===== src/rtl/lss_pkg.sv =====
package lss_pkg;
  localparam int SIZE_W     = 3;
  localparam int MAX_UNITS  = 7;
  localparam int UNIT_SHIFT = 2;
  localparam int BYTE_W     = SIZE_W + UNIT_SHIFT;

  typedef logic [SIZE_W-1:0] slice_len_t;

  // Slice length in bytes: encoded units times four.
  function automatic logic [BYTE_W-1:0] len_bytes(input slice_len_t len);
    return {len, {UNIT_SHIFT{1'b0}}};
  endfunction

  // True when unit k lies inside a slice of the given length.
  function automatic logic unit_kept(input int k, input slice_len_t len);
    return (k < int'(len));
  endfunction
endpackage


===== src/rtl/slice_align.sv =====
module slice_align
  import lss_pkg::*;
#(
  parameter int UNIT_W = 32,
  localparam int WIN_W = MAX_UNITS * UNIT_W
) (
  input  logic [WIN_W-1:0] win_i,
  input  slice_len_t       len_i,
  output logic [WIN_W-1:0] slice_o
);
  for (genvar k = 0; k < MAX_UNITS; k++) begin : g_unit
    assign slice_o[k*UNIT_W +: UNIT_W] =
      unit_kept(k, len_i) ? win_i[k*UNIT_W +: UNIT_W] : '0;
  end
endmodule


===== src/rtl/stall_join.sv =====
module stall_join #(
  parameter int N_CL = 3
) (
  input  logic            clk,
  input  logic            rst_n,
  input  logic [N_CL-1:0] miss_i,
  output logic            any_miss_o,
  output logic            stall_q_o
);
  assign any_miss_o = |miss_i;

  always_ff @(posedge clk) begin
    if (!rst_n) stall_q_o <= 1'b0;
    else        stall_q_o <= any_miss_o;
  end
endmodule


===== src/rtl/cluster_front.sv =====
module cluster_front
  import lss_pkg::*;
#(
  parameter int          AW     = 16,
  parameter int          UNIT_W = 32,
  parameter logic [AW-1:0] ENTRY = '0,
  localparam int         WIN_W  = MAX_UNITS * UNIT_W
) (
  input  logic             clk,
  input  logic             rst_n,
  input  logic             advance_i,
  input  slice_len_t       len_i,
  input  logic             redir_vld_i,
  input  logic [AW-1:0]    redir_tgt_i,
  input  logic [WIN_W-1:0] win_i,
  output logic [AW-1:0]    pc_o,
  output logic [WIN_W-1:0] ir_o,
  output logic             ir_vld_o
);
  logic [AW-1:0]    pc_q;
  logic [AW-1:0]    seq_pc;
  logic [AW-1:0]    nxt_pc;
  logic [WIN_W-1:0] aligned;

  slice_align #(.UNIT_W(UNIT_W)) u_align (
    .win_i   (win_i),
    .len_i   (len_i),
    .slice_o (aligned)
  );

  assign seq_pc = pc_q + AW'(len_bytes(len_i));
  assign nxt_pc = redir_vld_i ? redir_tgt_i : seq_pc;

  always_ff @(posedge clk) begin
    if (!rst_n) begin
      pc_q     <= ENTRY;
      ir_o     <= '0;
      ir_vld_o <= 1'b0;
    end else if (advance_i) begin
      pc_q     <= nxt_pc;
      ir_o     <= aligned;
      ir_vld_o <= 1'b1;
    end
  end

  assign pc_o = pc_q;
endmodule


===== src/rtl/lockstep_seq.sv =====
module lockstep_seq
  import lss_pkg::*;
#(
  parameter int N_CL   = 3,
  parameter int AW     = 16,
  parameter int UNIT_W = 32,
  parameter logic [N_CL*AW-1:0] ENTRY_VEC = {16'h3000, 16'h2000, 16'h1000},
  localparam int WIN_W = MAX_UNITS * UNIT_W
) (
  input  logic                   clk,
  input  logic                   rst_n,
  output logic [N_CL*AW-1:0]     mem_req_addr,
  input  logic [N_CL*WIN_W-1:0]  mem_rsp_data,
  input  logic [N_CL-1:0]        mem_rsp_miss,
  input  logic [N_CL*SIZE_W-1:0] op_len,
  input  logic [N_CL-1:0]        redir_vld,
  input  logic [N_CL*AW-1:0]     redir_tgt,
  output logic [N_CL*WIN_W-1:0]  ir_data,
  output logic [N_CL-1:0]        ir_vld,
  output logic                   stall_o
);
  logic any_miss;
  logic advance;

  stall_join #(.N_CL(N_CL)) u_join (
    .clk        (clk),
    .rst_n      (rst_n),
    .miss_i     (mem_rsp_miss),
    .any_miss_o (any_miss),
    .stall_q_o  (stall_o)
  );

  assign advance = !any_miss;

  for (genvar c = 0; c < N_CL; c++) begin : g_cl
    cluster_front #(
      .AW     (AW),
      .UNIT_W (UNIT_W),
      .ENTRY  (ENTRY_VEC[c*AW +: AW])
    ) u_front (
      .clk         (clk),
      .rst_n       (rst_n),
      .advance_i   (advance),
      .len_i       (op_len[c*SIZE_W +: SIZE_W]),
      .redir_vld_i (redir_vld[c]),
      .redir_tgt_i (redir_tgt[c*AW +: AW]),
      .win_i       (mem_rsp_data[c*WIN_W +: WIN_W]),
      .pc_o        (mem_req_addr[c*AW +: AW]),
      .ir_o        (ir_data[c*WIN_W +: WIN_W]),
      .ir_vld_o    (ir_vld[c])
    );
  end
endmodule


===== config.mk =====
export PLATFORM = sky130hd
export DESIGN_NAME = lockstep_seq
export DESIGN_NICKNAME = d
export VERILOG_FILES = /design/src/rtl/lss_pkg.sv /design/src/rtl/slice_align.sv /design/src/rtl/stall_join.sv /design/src/rtl/cluster_front.sv /design/src/rtl/lockstep_seq.sv
export SDC_FILE = /design/constraint.sdc
export NUM_CORES = 1
export LEC_CHECK = 0
export ABC_AREA = 1
export BUFFER_PORTS_ARGS = -buffer_cell sky130_fd_sc_hd__buf_2
export CAP_MARGIN = 20
export CORE_AREA = 5 5 566 568
export CTS_CLUSTER_SIZE = 16
export DETAILED_ROUTE_END_ITERATION = 7
export DIE_AREA = 0 0 571 573
export PLACE_DENSITY = 0.3
export SLEW_MARGIN = 25
export SYNTH_ARGS = -nofsm -noshare
export SYNTH_HDL_FRONTEND = slang
export SYNTH_HIERARCHICAL = 1
export SYNTH_SLANG_ARGS = --single-unit
export TNS_END_PERCENT = 100

===== constraint.sdc =====
create_clock -name clk -period 4.8 [get_ports clk]
set_input_delay 0.24 -clock clk [delete_from_list [all_inputs] [get_ports clk]]
set_output_delay 0.24 -clock clk [all_outputs]
set_load 0.01 [all_outputs]

==> results <==
- The largest stage delay on the critical path is 0.59 ns.
- After clock tree synthesis, the clock-pin slew on the worst setup and hold paths is 0.05 ns.
- The height of the die is 573 um.
- The synthesized design contains 0 enable-type register cells.
- The number of standard-cell rows in the floorplan is 206.
- Leaving out fill and tap cells, the most frequent cell in the layout is sky130_fd_sc_hd__nor2_1.
- The actual slew at the worst max-slew pin is 1.09 ns.
- The global routing usage summed across all routing layers is 14.6%.
- Setup repair after global routing left no endpoint under its margin.
- The region available for standard cell placement spans 314000 sq um.
- In the layout the commonest cells are sky130_fd_sc_hd__nor2_1 (1690), sky130_fd_sc_hd__buf_2 (1459), sky130_fd_sc_hd__dlygate4sd3_1 (838).
- The most numerous cell type found on the critical path is sky130_fd_sc_hd__dlygate4sd3_1.
- The first detailed-routing pass took 5 iterations.
- Counting flops with an async set or reset pin after synthesis yields a share of 0%.
- In the final layout, the share of cells above drive strength 1 is 24.7%.
- The signal on the critical path passes through dlygate4sd3_1 -> buf_2 -> nor2_2 -> nand2_1 -> inv_8 -> buf_12 -> nand2_2 -> inv_2 -> nand2_1 -> dlygate4sd3_1 -> nand3_1 -> dlygate4sd3_1 -> nand2_1 -> dlygate4sd3_1 -> inv_1.
- In the final timing run, aggregate negative setup slack is 0 ns.
- The number of levels the H-tree was split into is 3.
- Setup slack on the critical path of the routed design comes to 0.934 ns.
- The initial antenna violation count is 122.
- The post-synthesis sequential element count is 724.
- The CTS root buffer is sky130_fd_sc_hd__clkbuf_16.
- The number of buffers and inverters on the critical path is 9.
- The number of warnings issued by yosys is 6.
- The relative slew slack is 27.0%.
- For this design the ratio of total power to cell area is 312 nW/um^2.
- The path class of the tightest hold or removal check is input port to register.
- The via density per instance is 3.56.
- The clock sink total is 724.
- The dominant register cell in the synthesized netlist is sky130_fd_sc_hd__dfxtp_1.
- In this run the static leakage power is 28.5 nW.
- Summed over all nets, the half-perimeter wirelength after detailed placement is 199000 um.
- The worst-case IR drop observed on VDD is 0.239 mV.
- The worst hold slack is 0.0910 ns.
- The post-cts repair resize count is 0.
- The post-route cell area is 55700 sq um.
- The total number of vias is 39900.
- The final clock skew is 0.00518 ns.
- Summing every instance area after synthesis gives 32100 sq um.
- The fraction of the core area covered by cells at the end of the flow is 17.7%.
- The via count of the first global-routing pass is 42200.
- When the netlist entered floorplanning its net count stood at 5477.
- The number of slew-limit violations in the final report is 0.
- After detailed routing, the average wire length per cell comes to 22.4 um.
- TritonCTS built the clock tree.
- Based on the critical path, the design can be clocked at up to 259 MHz.
- The die boundary width is 571 um.
- Of all nets on the critical path, the largest fanout is 141.
- In this run, CTS created clock tree buffers numbering 107.
- The post-route fraction of the period consumed by the critical path is 80.5%.
- The count of cells along the worst hold path is 4.
- The final routed wirelength across all metal layers is 251000 um.
- Once placement finished, the instance area stood at 43700 sq um.
- The number of endpoints failing setup at the final stage is 0.
- The floorplan step defined a die boundary enclosing 327000 sq um.
- For this run the aggregate overflow at the end of global routing stands at 0.
- The number of top-level pins is 1461.
- The maximum count of clock buffers along a single path is 4.
- The number of unique standard cell types used by synthesis is 41.
- Once the clock tree was built, the setup fixing pass inserted 0 buffers.
- The worst path in the final design needs a cycle of 3.87 ns, including I/O delays and setup.
- STA classifies the critical path endpoint as a register.
- Compared with the post-synthesis result, the final layout area differs by 73.5%.
- The number of antenna-violating nets in the routed design is 0.
- The detailed-route DRC error count is 0.
- The run finished with clean final reports.
- The cell count after synthesis came out at 4728.
- The first routing iteration left 1961 violations.
- For this run, the register share of the synthesized area comes to 45.1%.
- The master of the slowest instance on the critical path is sky130_fd_sc_hd__dlygate4sd3_1.
- The total of max-cap violations is 0.
- The net count of the finished layout is 7613.
- In this run the tool buffered the top-level ports with 1460 buffer cells.
- The critical path in this run is classified as input port to register.
- The global-route wire length before repair is 342000 um.
- Counting tap cells, the placed design contains a total of 10100 instances.
- The initial utilization of the core area, before any placement, comes to 10.2%.
- The critical path depth is 15.
- Before CTS, the worst setup slack after placement is 1.71 ns.
- The data required time of the critical path is 5.57 ns.
- The sort of element at the start of the critical path is an input port.
- Clock latency on the worst-skew pair, taken at its later pin, is 0.80 ns.
- The worst reg2reg path depth is 10.
- Among cell families on the critical path, the largest total delay comes from buffers and inverters.
- After layout, the design draws a total of 17.4 mW.
- Entering global routing, the biggest net connects 200 pins.
- The mean instance size in the synthesized netlist is 6.79 sq um.
- The finished layout holds 11200 standard cells, fillers aside.
- Data on the critical path arrives at its endpoint at 4.64 ns.
- At the end of routability-driven placement, the weighted congestion stood at 0.867.
- The count of final hold-check violations is 0.
[layer usage]
layer  routed length [um]  global-route usage, %  up-vias
li1                     -                      -    19000
met1                94100                   15.7    19100
met2               124000                   26.1     1399
met3                22000                   5.10      339
met4                10700                   5.82       56
met5                  344                      0        -
[worst paths after layout]
kind                                              start                               endpoint  slack [ns]
setup reg to reg   g_cl[0].u_front/pc_o[4]$_SDFFE_PN0P_   g_cl[0].u_front/pc_o[7]$_SDFFE_PN0P_        2.23
hold reg to reg   g_cl[2].u_front/ir_vld_o$_SDFFE_PN0P_  g_cl[2].u_front/ir_vld_o$_SDFFE_PN0P_        0.46
hold / removal                         mem_rsp_data[71]  g_cl[0].u_front/ir_o[71]$_SDFFE_PN0P_        0.09
setup / recovery                        mem_rsp_miss[2]   g_cl[0].u_front/pc_o[2]$_SDFFE_PN0P_        0.93
[logic make-up (layout without fill, tap and decap cells)]
| group | count (synthesis) | count (layout) | synth area share, % |
|---|---|---|---|
| flops | 724 | 724 | 45.1 |
| other cells | 0 | 89 | 0 |
| buf+inv | 882 | 3095 | 11.6 |
| fa+ha+maj | 12 | 12 | 0.537 |
| compound gates | 1037 | 1037 | 17.9 |
| simple gates | 2073 | 2073 | 24.9 |
[worst register-to-register path, cell delays in order (launching register included)]
cell                            delay (ns)
sky130_fd_sc_hd__dfxtp_1              0.33
sky130_fd_sc_hd__ha_1                 0.35
sky130_fd_sc_hd__inv_1                0.08
sky130_fd_sc_hd__nand2_1              0.06
sky130_fd_sc_hd__nand2_1              0.13
sky130_fd_sc_hd__inv_1                0.11
sky130_fd_sc_hd__nand3_1              0.09
sky130_fd_sc_hd__o211ai_1             0.09
sky130_fd_sc_hd__dlygate4sd3_1        0.60
sky130_fd_sc_hd__a31oi_1              0.12
sky130_fd_sc_hd__dlygate4sd3_1        0.55
[report_power, final]
part	switching (mW)	internal, mW
Combinational	1.73	1.19
Sequential	0.166	6.31
Clock	3.26	4.71
Total	5.16	12.2
[registers in the layout, indices dropped and copies added, names as in the netlist]
name / count
u_join/stall_q_o: 1
g_cl.u_front/ir_vld_o: 3
g_cl.u_front/pc_o: 48
g_cl.u_front/ir_o: 672
[cell type report]
| cell class | instances | area [sq um] |
|---|---|---|
| fill | 36300 | 258000 |
| sequential | 724 | 14500 |
| inverter | 557 | 2120 |
| multi-input combinational | 3122 | 14000 |
| antenna | 89 | 223 |
| clock buffer | 164 | 3120 |
| clock inverter | 22 | 305 |
| tap | 4160 | 5200 |
| timing repair buffer | 2352 | 16300 |
[cells in the mapped netlist, types with 2 or more instances]
| cell type | number | area share (%) |
|---|---|---|
| sky130_fd_sc_hd__a311oi_1 | 2 | 0.055 |
| sky130_fd_sc_hd__a21boi_0 | 192 | 4.5 |
| sky130_fd_sc_hd__o21bai_2 | 2 | 0.070 |
| sky130_fd_sc_hd__nand2_2 | 9 | 0.18 |
| sky130_fd_sc_hd__ha_1 | 9 | 0.35 |
| sky130_fd_sc_hd__buf_6 | 21 | 0.74 |
| sky130_fd_sc_hd__inv_4 | 3 | 0.058 |
| sky130_fd_sc_hd__a21oi_2 | 2 | 0.055 |
| sky130_fd_sc_hd__nand2_1 | 294 | 3.4 |
| sky130_fd_sc_hd__nand3b_1 | 4 | 0.093 |
| sky130_fd_sc_hd__o21ai_1 | 5 | 0.078 |
| sky130_fd_sc_hd__o21ai_0 | 695 | 11 |
| sky130_fd_sc_hd__nor3_1 | 2 | 0.031 |
| sky130_fd_sc_hd__o21bai_1 | 3 | 0.070 |
| sky130_fd_sc_hd__fa_1 | 3 | 0.19 |
| sky130_fd_sc_hd__inv_1 | 546 | 6.4 |
| sky130_fd_sc_hd__o211ai_1 | 2 | 0.047 |
| sky130_fd_sc_hd__a221oi_1 | 2 | 0.055 |
| sky130_fd_sc_hd__a31oi_1 | 12 | 0.23 |
| sky130_fd_sc_hd__nand4_1 | 8 | 0.16 |
| sky130_fd_sc_hd__buf_4 | 28 | 0.65 |
| sky130_fd_sc_hd__nor2_1 | 1690 | 20 |
| sky130_fd_sc_hd__a21oi_1 | 117 | 1.8 |
| sky130_fd_sc_hd__or2_2 | 2 | 0.039 |
| sky130_fd_sc_hd__clkinv_1 | 2 | 0.023 |
| sky130_fd_sc_hd__nor2_2 | 5 | 0.097 |
| sky130_fd_sc_hd__buf_2 | 93 | 1.4 |
| sky130_fd_sc_hd__nor2_4 | 6 | 0.21 |
| sky130_fd_sc_hd__inv_2 | 6 | 0.070 |
| sky130_fd_sc_hd__clkbuf_1 | 166 | 1.9 |
| sky130_fd_sc_hd__dfxtp_1 | 724 | 45 |
| sky130_fd_sc_hd__buf_1 | 6 | 0.070 |
| sky130_fd_sc_hd__nand3_1 | 50 | 0.78 |
| sky130_fd_sc_hd__clkbuf_2 | 10 | 0.16 |
[repair_timing]
action	4_1_cts	5_1_grt
hold buffers	838	0
hold endpoints to repair	719	0
endpoints found under the setup margin	0	0
(Power assumes the default switching activity.)
